===== src/rtl/sdcmd_pkg.sv =====
// Shared types and constants for the SD command frame engine.
// Assumes byte-wide SPI exchanges controlled by a start/done handshake.
package sdcmd_pkg;
    typedef enum logic [2:0] {
        ST_IDLE,
        ST_LEAD,
        ST_FRAME,
        ST_POLL,
        ST_TAIL,
        ST_TRAIL
    } sdcmd_state_e;

    localparam logic [7:0] FILL_BYTE    = 8'hFF;
    localparam logic [7:0] CMD_MARK     = 8'h40;
    localparam logic [7:0] CRC_DEFAULT  = 8'h95;
    localparam logic [7:0] CRC_IFCOND   = 8'h87;
endpackage


===== src/rtl/sdcmd_frame.sv =====
// Byte selector for the command frame.
// sel 0 gives the start byte, sel 1..ARG_BYTES give the argument bytes
// most significant first, and the final position gives the check byte.
// Assumes sel stays within the frame length.
module sdcmd_frame #(
    parameter int IDX_W     = 6,
    parameter int ARG_W     = 32,
    parameter int SEL_W     = 4,
    parameter int AUTO_IDX  = 8,
    parameter logic [31:0] AUTO_ARG = 32'h0000_01AA
) (
    input  logic [IDX_W-1:0] idx,
    input  logic [ARG_W-1:0] arg,
    input  logic [7:0]       crc_in,
    input  logic [SEL_W-1:0] sel,
    output logic [7:0]       frame_byte
);
    import sdcmd_pkg::*;

    localparam int ARG_BYTES = ARG_W / 8;

    logic [7:0] arg_bytes [ARG_BYTES];
    logic [7:0] crc_eff;

    // Split the argument into bytes, most significant first.
    for (genvar g = 0; g < ARG_BYTES; g++) begin : g_argb
        assign arg_bytes[g] = arg[ARG_W-1-8*g -: 8];
    end

    // Pick the check byte: automatic when zero, else the given byte with bit 0 set.
    always_comb begin
        if (crc_in == 8'h00)
            crc_eff = (idx == IDX_W'(AUTO_IDX) && arg == ARG_W'(AUTO_ARG))
                      ? CRC_IFCOND : CRC_DEFAULT;
        else
            crc_eff = crc_in | 8'h01;
    end

    // Choose the byte for the current frame position.
    always_comb begin
        frame_byte = crc_eff;
        if (sel == '0)
            frame_byte = CMD_MARK | 8'(idx);
        for (int k = 0; k < ARG_BYTES; k++)
            if (sel == SEL_W'(k + 1))
                frame_byte = arg_bytes[k];
    end
endmodule


===== src/rtl/sdcmd_poll.sv =====
// Poll budget counter: counts invalid reply bytes and flags the last one.
// Assumes clear is held while not polling.
module sdcmd_poll #(
    parameter int LIMIT = 5000
) (
    input  logic clk,
    input  logic rst_n,
    input  logic clear,
    input  logic step,
    output logic last
);
    localparam int CW = $clog2(LIMIT + 1);

    logic [CW-1:0] cnt;

    // Count polled bytes that carried no valid status.
    always_ff @(posedge clk) begin
        if (!rst_n || clear)
            cnt <= '0;
        else if (step)
            cnt <= cnt + 1'b1;
    end

    assign last = (cnt == CW'(LIMIT - 1));
endmodule


===== src/rtl/sdcmd_engine.sv =====
// SD card SPI command engine: sends one command frame and captures the reply.
// Assumes the byte shifter raises spi_done at least one cycle after spi_start
// and presents spi_rx together with spi_done.
module sdcmd_engine #(
    parameter int IDX_W      = 6,
    parameter int ARG_W      = 32,
    parameter int TAIL_BYTES = 4,
    parameter int POLL_MAX   = 5000
) (
    input  logic                  clk,
    input  logic                  rst_n,
    input  logic                  req_valid,
    input  logic [IDX_W-1:0]      req_index,
    input  logic [ARG_W-1:0]      req_arg,
    input  logic [7:0]            req_crc,
    input  logic                  req_long,
    input  logic                  req_hold,
    output logic                  busy,
    output logic                  cs_n,
    output logic                  spi_start,
    output logic [7:0]            spi_tx,
    input  logic [7:0]            spi_rx,
    input  logic                  spi_done,
    output logic [7:0]            rsp_status,
    output logic [8*TAIL_BYTES-1:0] rsp_tail,
    output logic                  rsp_done,
    output logic                  rsp_timeout
);
    import sdcmd_pkg::*;

    localparam int FRAME_BYTES = 2 + ARG_W / 8;
    localparam int TAIL_W      = 8 * TAIL_BYTES;
    localparam int SEL_W       = $clog2(FRAME_BYTES + TAIL_BYTES);
    localparam logic [SEL_W-1:0] FRAME_LAST = SEL_W'(FRAME_BYTES - 1);
    localparam logic [SEL_W-1:0] TAIL_LAST  = SEL_W'(TAIL_BYTES - 1);

    sdcmd_state_e       st;
    logic               pend;
    logic [SEL_W-1:0]   sel;
    logic               cs_q;
    logic [IDX_W-1:0]   idx_q;
    logic [ARG_W-1:0]   arg_q;
    logic [7:0]         crc_q;
    logic               long_q;
    logic               hold_q;
    logic [7:0]         status_q;
    logic [TAIL_W-1:0]  tail_q;
    logic               to_q;
    logic               done_q;
    logic [7:0]         frame_byte;
    logic               poll_last;
    logic               byte_end;

    sdcmd_frame #(
        .IDX_W (IDX_W),
        .ARG_W (ARG_W),
        .SEL_W (SEL_W)
    ) u_frame (
        .idx        (idx_q),
        .arg        (arg_q),
        .crc_in     (crc_q),
        .sel        (sel),
        .frame_byte (frame_byte)
    );

    sdcmd_poll #(
        .LIMIT (POLL_MAX)
    ) u_poll (
        .clk   (clk),
        .rst_n (rst_n),
        .clear (st != ST_POLL),
        .step  (byte_end && spi_rx[7]),
        .last  (poll_last)
    );

    assign byte_end = (st != ST_IDLE) && pend && spi_done;

    // Sequence the command: lead byte, frame, poll, tail, release.
    always_ff @(posedge clk) begin
        if (!rst_n) begin
            st       <= ST_IDLE;
            pend     <= 1'b0;
            sel      <= '0;
            cs_q     <= 1'b1;
            idx_q    <= '0;
            arg_q    <= '0;
            crc_q    <= '0;
            long_q   <= 1'b0;
            hold_q   <= 1'b0;
            status_q <= FILL_BYTE;
            tail_q   <= '0;
            to_q     <= 1'b0;
            done_q   <= 1'b0;
        end else begin
            done_q <= 1'b0;
            if (st == ST_IDLE) begin
                if (req_valid) begin
                    idx_q  <= req_index;
                    arg_q  <= req_arg;
                    crc_q  <= req_crc;
                    long_q <= req_long;
                    hold_q <= req_hold;
                    cs_q   <= 1'b0;
                    tail_q <= '0;
                    to_q   <= 1'b0;
                    pend   <= 1'b0;
                    st     <= ST_LEAD;
                end
            end else if (!pend) begin
                pend <= 1'b1;
            end else if (spi_done) begin
                pend <= 1'b0;
                case (st)
                    ST_LEAD: begin
                        sel <= '0;
                        st  <= ST_FRAME;
                    end
                    ST_FRAME: begin
                        if (sel == FRAME_LAST) st <= ST_POLL;
                        else                   sel <= sel + 1'b1;
                    end
                    ST_POLL: begin
                        if (!spi_rx[7]) begin
                            status_q <= spi_rx;
                            if (long_q) begin
                                sel <= '0;
                                st  <= ST_TAIL;
                            end else if (hold_q) begin
                                done_q <= 1'b1;
                                st     <= ST_IDLE;
                            end else begin
                                cs_q <= 1'b1;
                                st   <= ST_TRAIL;
                            end
                        end else if (poll_last) begin
                            status_q <= FILL_BYTE;
                            to_q     <= 1'b1;
                            cs_q     <= 1'b1;
                            st       <= ST_TRAIL;
                        end
                    end
                    ST_TAIL: begin
                        tail_q <= {tail_q[TAIL_W-9:0], spi_rx};
                        if (sel != TAIL_LAST) begin
                            sel <= sel + 1'b1;
                        end else if (hold_q) begin
                            done_q <= 1'b1;
                            st     <= ST_IDLE;
                        end else begin
                            cs_q <= 1'b1;
                            st   <= ST_TRAIL;
                        end
                    end
                    ST_TRAIL: begin
                        done_q <= 1'b1;
                        st     <= ST_IDLE;
                    end
                    default: st <= ST_IDLE;
                endcase
            end
        end
    end

    // Drive the shifter and the reply outputs.
    assign spi_start   = (st != ST_IDLE) && !pend;
    assign spi_tx      = (st == ST_FRAME) ? frame_byte : FILL_BYTE;
    assign busy        = (st != ST_IDLE);
    assign cs_n        = cs_q;
    assign rsp_status  = status_q;
    assign rsp_tail    = tail_q;
    assign rsp_done    = done_q;
    assign rsp_timeout = to_q;
endmodule


===== config.mk =====
export PLATFORM = sky130hd
export DESIGN_NAME = sdcmd_engine
export DESIGN_NICKNAME = d
export VERILOG_FILES = /design/src/rtl/sdcmd_pkg.sv /design/src/rtl/sdcmd_frame.sv /design/src/rtl/sdcmd_poll.sv /design/src/rtl/sdcmd_engine.sv
export SDC_FILE = /design/constraint.sdc
export NUM_CORES = 1
export LEC_CHECK = 0
export CAP_MARGIN = 0
export CORE_MARGIN = 2
export CORE_UTILIZATION = 46
export DETAILED_ROUTE_END_ITERATION = 8
export GPL_TIMING_DRIVEN = 0
export HOLD_SLACK_MARGIN = 0.08
export PLACE_DENSITY = 0.76
export SLEW_MARGIN = 30
export SYNTH_ARGS = -nofsm -noshare
export SYNTH_HDL_FRONTEND = slang
export SYNTH_SLANG_ARGS = --single-unit

===== constraint.sdc =====
create_clock -name clk -period 2.03 [get_ports clk]
set_input_delay 0.3045 -clock clk [delete_from_list [all_inputs] [get_ports clk]]
set_output_delay 0.3045 -clock clk [all_outputs]
set_load 0.02 [all_outputs]

==> results.md <==
- Yosys top cell area share: between 40% and 50%
- Switching Fraction: between 30% and 40%
- Pleak: approximately 2.6 nW
- Hold Crit Start: rsp_status[7]
- Number of global-route vias before repair: between 4000 and 5000
- RSZ-0062 raised after global routing: yes
- Fin util: between 60 and 70%
- Clock Latency Late Sink: 350 ps
- Synth warn: 0
- Comb pwr share: 21.0%
- Final min period: ~2400 ps
- Ports: about 110
- Run status: finished with violations
- Xor and xnor area share after synthesis: less than 1%
- Worst slew pin tran: slightly above 600 ps
- Die footprint: 0.01254 mm²
- Area Growth Syn to Fin: 38.79%
- CTS Buffer Depth: 2
- # port buffers: 111
- TritonCTS clock tree: yes
- Fin nets: 838
- Die height: 112.0 µm
- GRT Overall Usage: between 20 and 25%
- P_int: ~0.0038 W
- R2R Path Start: st[0]
- Top-count cell post-synth: nand2_1
- Synth top area cells: dfxtp_1 42%, nand2_1 8.0%, a21boi_0 6.4%, nor2b_1 4.9%, a22oi_1 4.6%
- Max_cap viols: 0
- Drt first pass iters: 4
- Final Skew: 7.085 ps
- Post-synthesis mux area share: approximately 1.3%
- Hold path depth: 1
- Fin. max-slew vios: 0
- Starting DRT DRC Count: 367
- P_sw: around 0.0016 W
- Synth cell count leaders: 115 x nand2_1, 112 x dfxtp_1, 46 x a21boi_0, 42 x nor2b_1, 33 x a22oi_1
- Clock transition at the registers of the reported paths: 70 ps
- Simple-Gate Fraction of Synth Area: 26.29%
- Clock share of power: 33.5%
- Largest net degree at the start of global routing: 20
- Syn Area/Cell: between 8 and 9 µm²
- Min-Delay Endpoint: rsp_status[7]
- Critical Path RT: ~1700 ps
- Synth Area in Compound Gates: ~24%
- CTS Sinks: 112
- Sequential area share after synthesis: about two fifths
- Final setup viols: 8
- CTS Buf Count: 9
- Achievable Freq: ~420 MHz
- Crit path kind: reg2out
- Synthesized net count: 702
- Hold_buf cts: 0
- Worst R2R Setup Slack: 160 ps
- Post-detailed-route via-to-cell ratio: about 5.7
- Row cnt: 39
- PD cells: about 730 mW/mm²
- Remaining routing DRC violations: 0
- Post-synthesis adder-cell area fraction: ~1.2%
- Slew headroom: between 50% and 60%
- Gate Count Post-Synth: 637
- Congestion Overflow GR: 0
- Via Count: approximately 5200
- DP Area: 0.006684 mm²
- Place WS: -719.3 ps
- Die W: 112.0 µm
- Post-route setup slack: -361.9 ps
- CP max FO: 10
- Area leader, netlist: dfxtp_1
- Routed Antenna Nets: 0
- Cell area after synthesis: 0.005364 mm²
- R2R cell count: 6
- Final instance area: roughly 0.0074 mm²
- CP endpoint kind: primary output
- Post-synth ARST share: 0%
- CORE AREA: between 0.01 and 0.015 mm²
- H-tree depth: 3
- Worst R2R End: arg_q[15]
- Startpoint types: register
- Period utilization: 117.8%
- First-pass GRT wire length: approximately 25000 µm
- Final Hold Vio Count: 0
- Share of cells above drive strength 1: 16.32%
- DR WL/cell: ~17 µm
- Violated checks: negative setup slack
- Flops & latches, synth: between 100 and 150
- Top_reg_cell synth: dfxtp_1
- Distinct cell type count after synthesis: 66
- Critical path arrival: between 2000 and 2500 ps
- Number of cells after detailed placement: roughly 890
- Antenna cells: 0
- Initial core utilization: between 40% and 50%
- Min-Delay Path Class: reg2reg
- Post-synth EDFFs: 0
- Initial antenna violation count: 0
- Largest family of logic cells by synthesized area: simple AND/OR/NAND/NOR gates
- Non-filler cells, final: about 920
- Seq pwr share: a little under half
- HPWL after DPL: between 10000 and 15000 µm
- Root Driver: clkbuf_16
- Worst VDD drop: around 0.00085 V
- Routability-driven placement congestion ratio: 0.9439
- Final TNS setup: -2089 ps
- Drt total wl: ~15000 µm
## routing by layer
layer	track usage, %	part of all wire (%)
met2	38.42	46
met3	4.300	5.9
met5	0	0
met1	33.79	47
met4	6.748	1.8
## state kept, by name, indices dropped and copies added, names as in the netlist, 3 cells and up
register and count:
rsp_status 8, crc_q 8, st 3, idx_q 6, arg_q 32, u_poll.cnt 13
sel 4, rsp_tail 32
## power groups by stage
stage / Combinational (W) / Clock (W) / Sequential, W
final: 0.00114 / 0.00182 / 0.00247
after global routing: 0.00125 / 0.00194 / 0.00249
after CTS: 0.00107 / 0.00186 / 0.00246
after detailed placement: 0.00101 / 0 / 0.00250
after global placement: 0.000989 / 0 / 0.00250
after floorplan: 0.000642 / 0 / 0.00246
## metrics by stage
stage | total power (W) | hold slack (ps)
finish | 0.005438 | 473.6
floorplan | 0.003101 | 423.6
detailed placement | 0.003510 | 467.4
global placement | 0.003490 | 455.0
global route | 0.005671 | 495.2
CTS | 0.005388 | 479.2
## worst max path at each step
stage,startpoint,endpoint,slack [ps],cells past startpoint
4_1_cts,sel[0],spi_tx[4],-360,8
6_report,sel[0],spi_tx[3],-360,7
2_1_floorplan,sel[0],spi_tx[4],-20,8
3_5_place_dp,sel[1],spi_tx[3],-720,8
5_1_grt,sel[1],spi_tx[3],-400,9
3_3_place_gp,sel[1],spi_tx[4],-760,9
## repair_timing
item	4_1_cts	5_1_grt
gates resized for setup	98	35
setup endpoints to repair	10	19
gates cloned	0	1
setup buffers	15	4
pin swaps	13	20
## placed cells by master (no fill, tap or decap), types with 5 or more instances in the layout
| cell type | count |
|---|---|
| a21boi_0 | 46 |
| a21boi_1 | 6 |
| a21oi_1 | 21 |
| a21oi_2 | 5 |
| a22oi_1 | 32 |
| buf_2 | 11 |
| buf_4 | 22 |
| buf_6 | 7 |
| clkbuf_1 | 20 |
| clkbuf_16 | 11 |
| clkdlybuf4s50_1 | 102 |
| dfxtp_1 | 107 |
| inv_1 | 6 |
| mux2i_1 | 7 |
| nand2_1 | 115 |
| nand3_1 | 11 |
| nand3b_1 | 8 |
| nand4_1 | 8 |
| nor2_1 | 21 |
| nor2b_1 | 42 |
| o211ai_1 | 5 |
| o21ai_0 | 8 |
| o21ai_1 | 7 |
| o22a_1 | 10 |
| o31ai_1 | 6 |
## cell families (layout without fill, tap and decap cells)
kind of cell               Yosys count  in the layout
AOI/OAI and AO/OA                  183            183
xor gates and xnor gates             6              6
adders and majority gates            5              5
buffers and inverters               54            195
DFF                                112            112
muxes                                7              7
and+or+nand+nor                    270            270
## critical path, stage by stage, from the launching register on
cell and delay [ps]:
dfxtp_4 370, buf_4 140, ha_4 190, clkbuf_16 170, a22o_1 230, a22oi_1 250
a31oi_1 180, buf_4 190
## layout make-up
class | instances | area (µm²)
plain buffers | 39 | 229.0
clock buffers | 9 | 225.2
clock inverters | 7 | 78.83
fillers | 970 | 3974
inverters | 9 | 41.29
multi-input cells | 471 | 3168
flip-flops and latches | 112 | 2253
well taps | 143 | 178.9
repair buffers | 131 | 1270
Power figures use the tool's default switching activity.
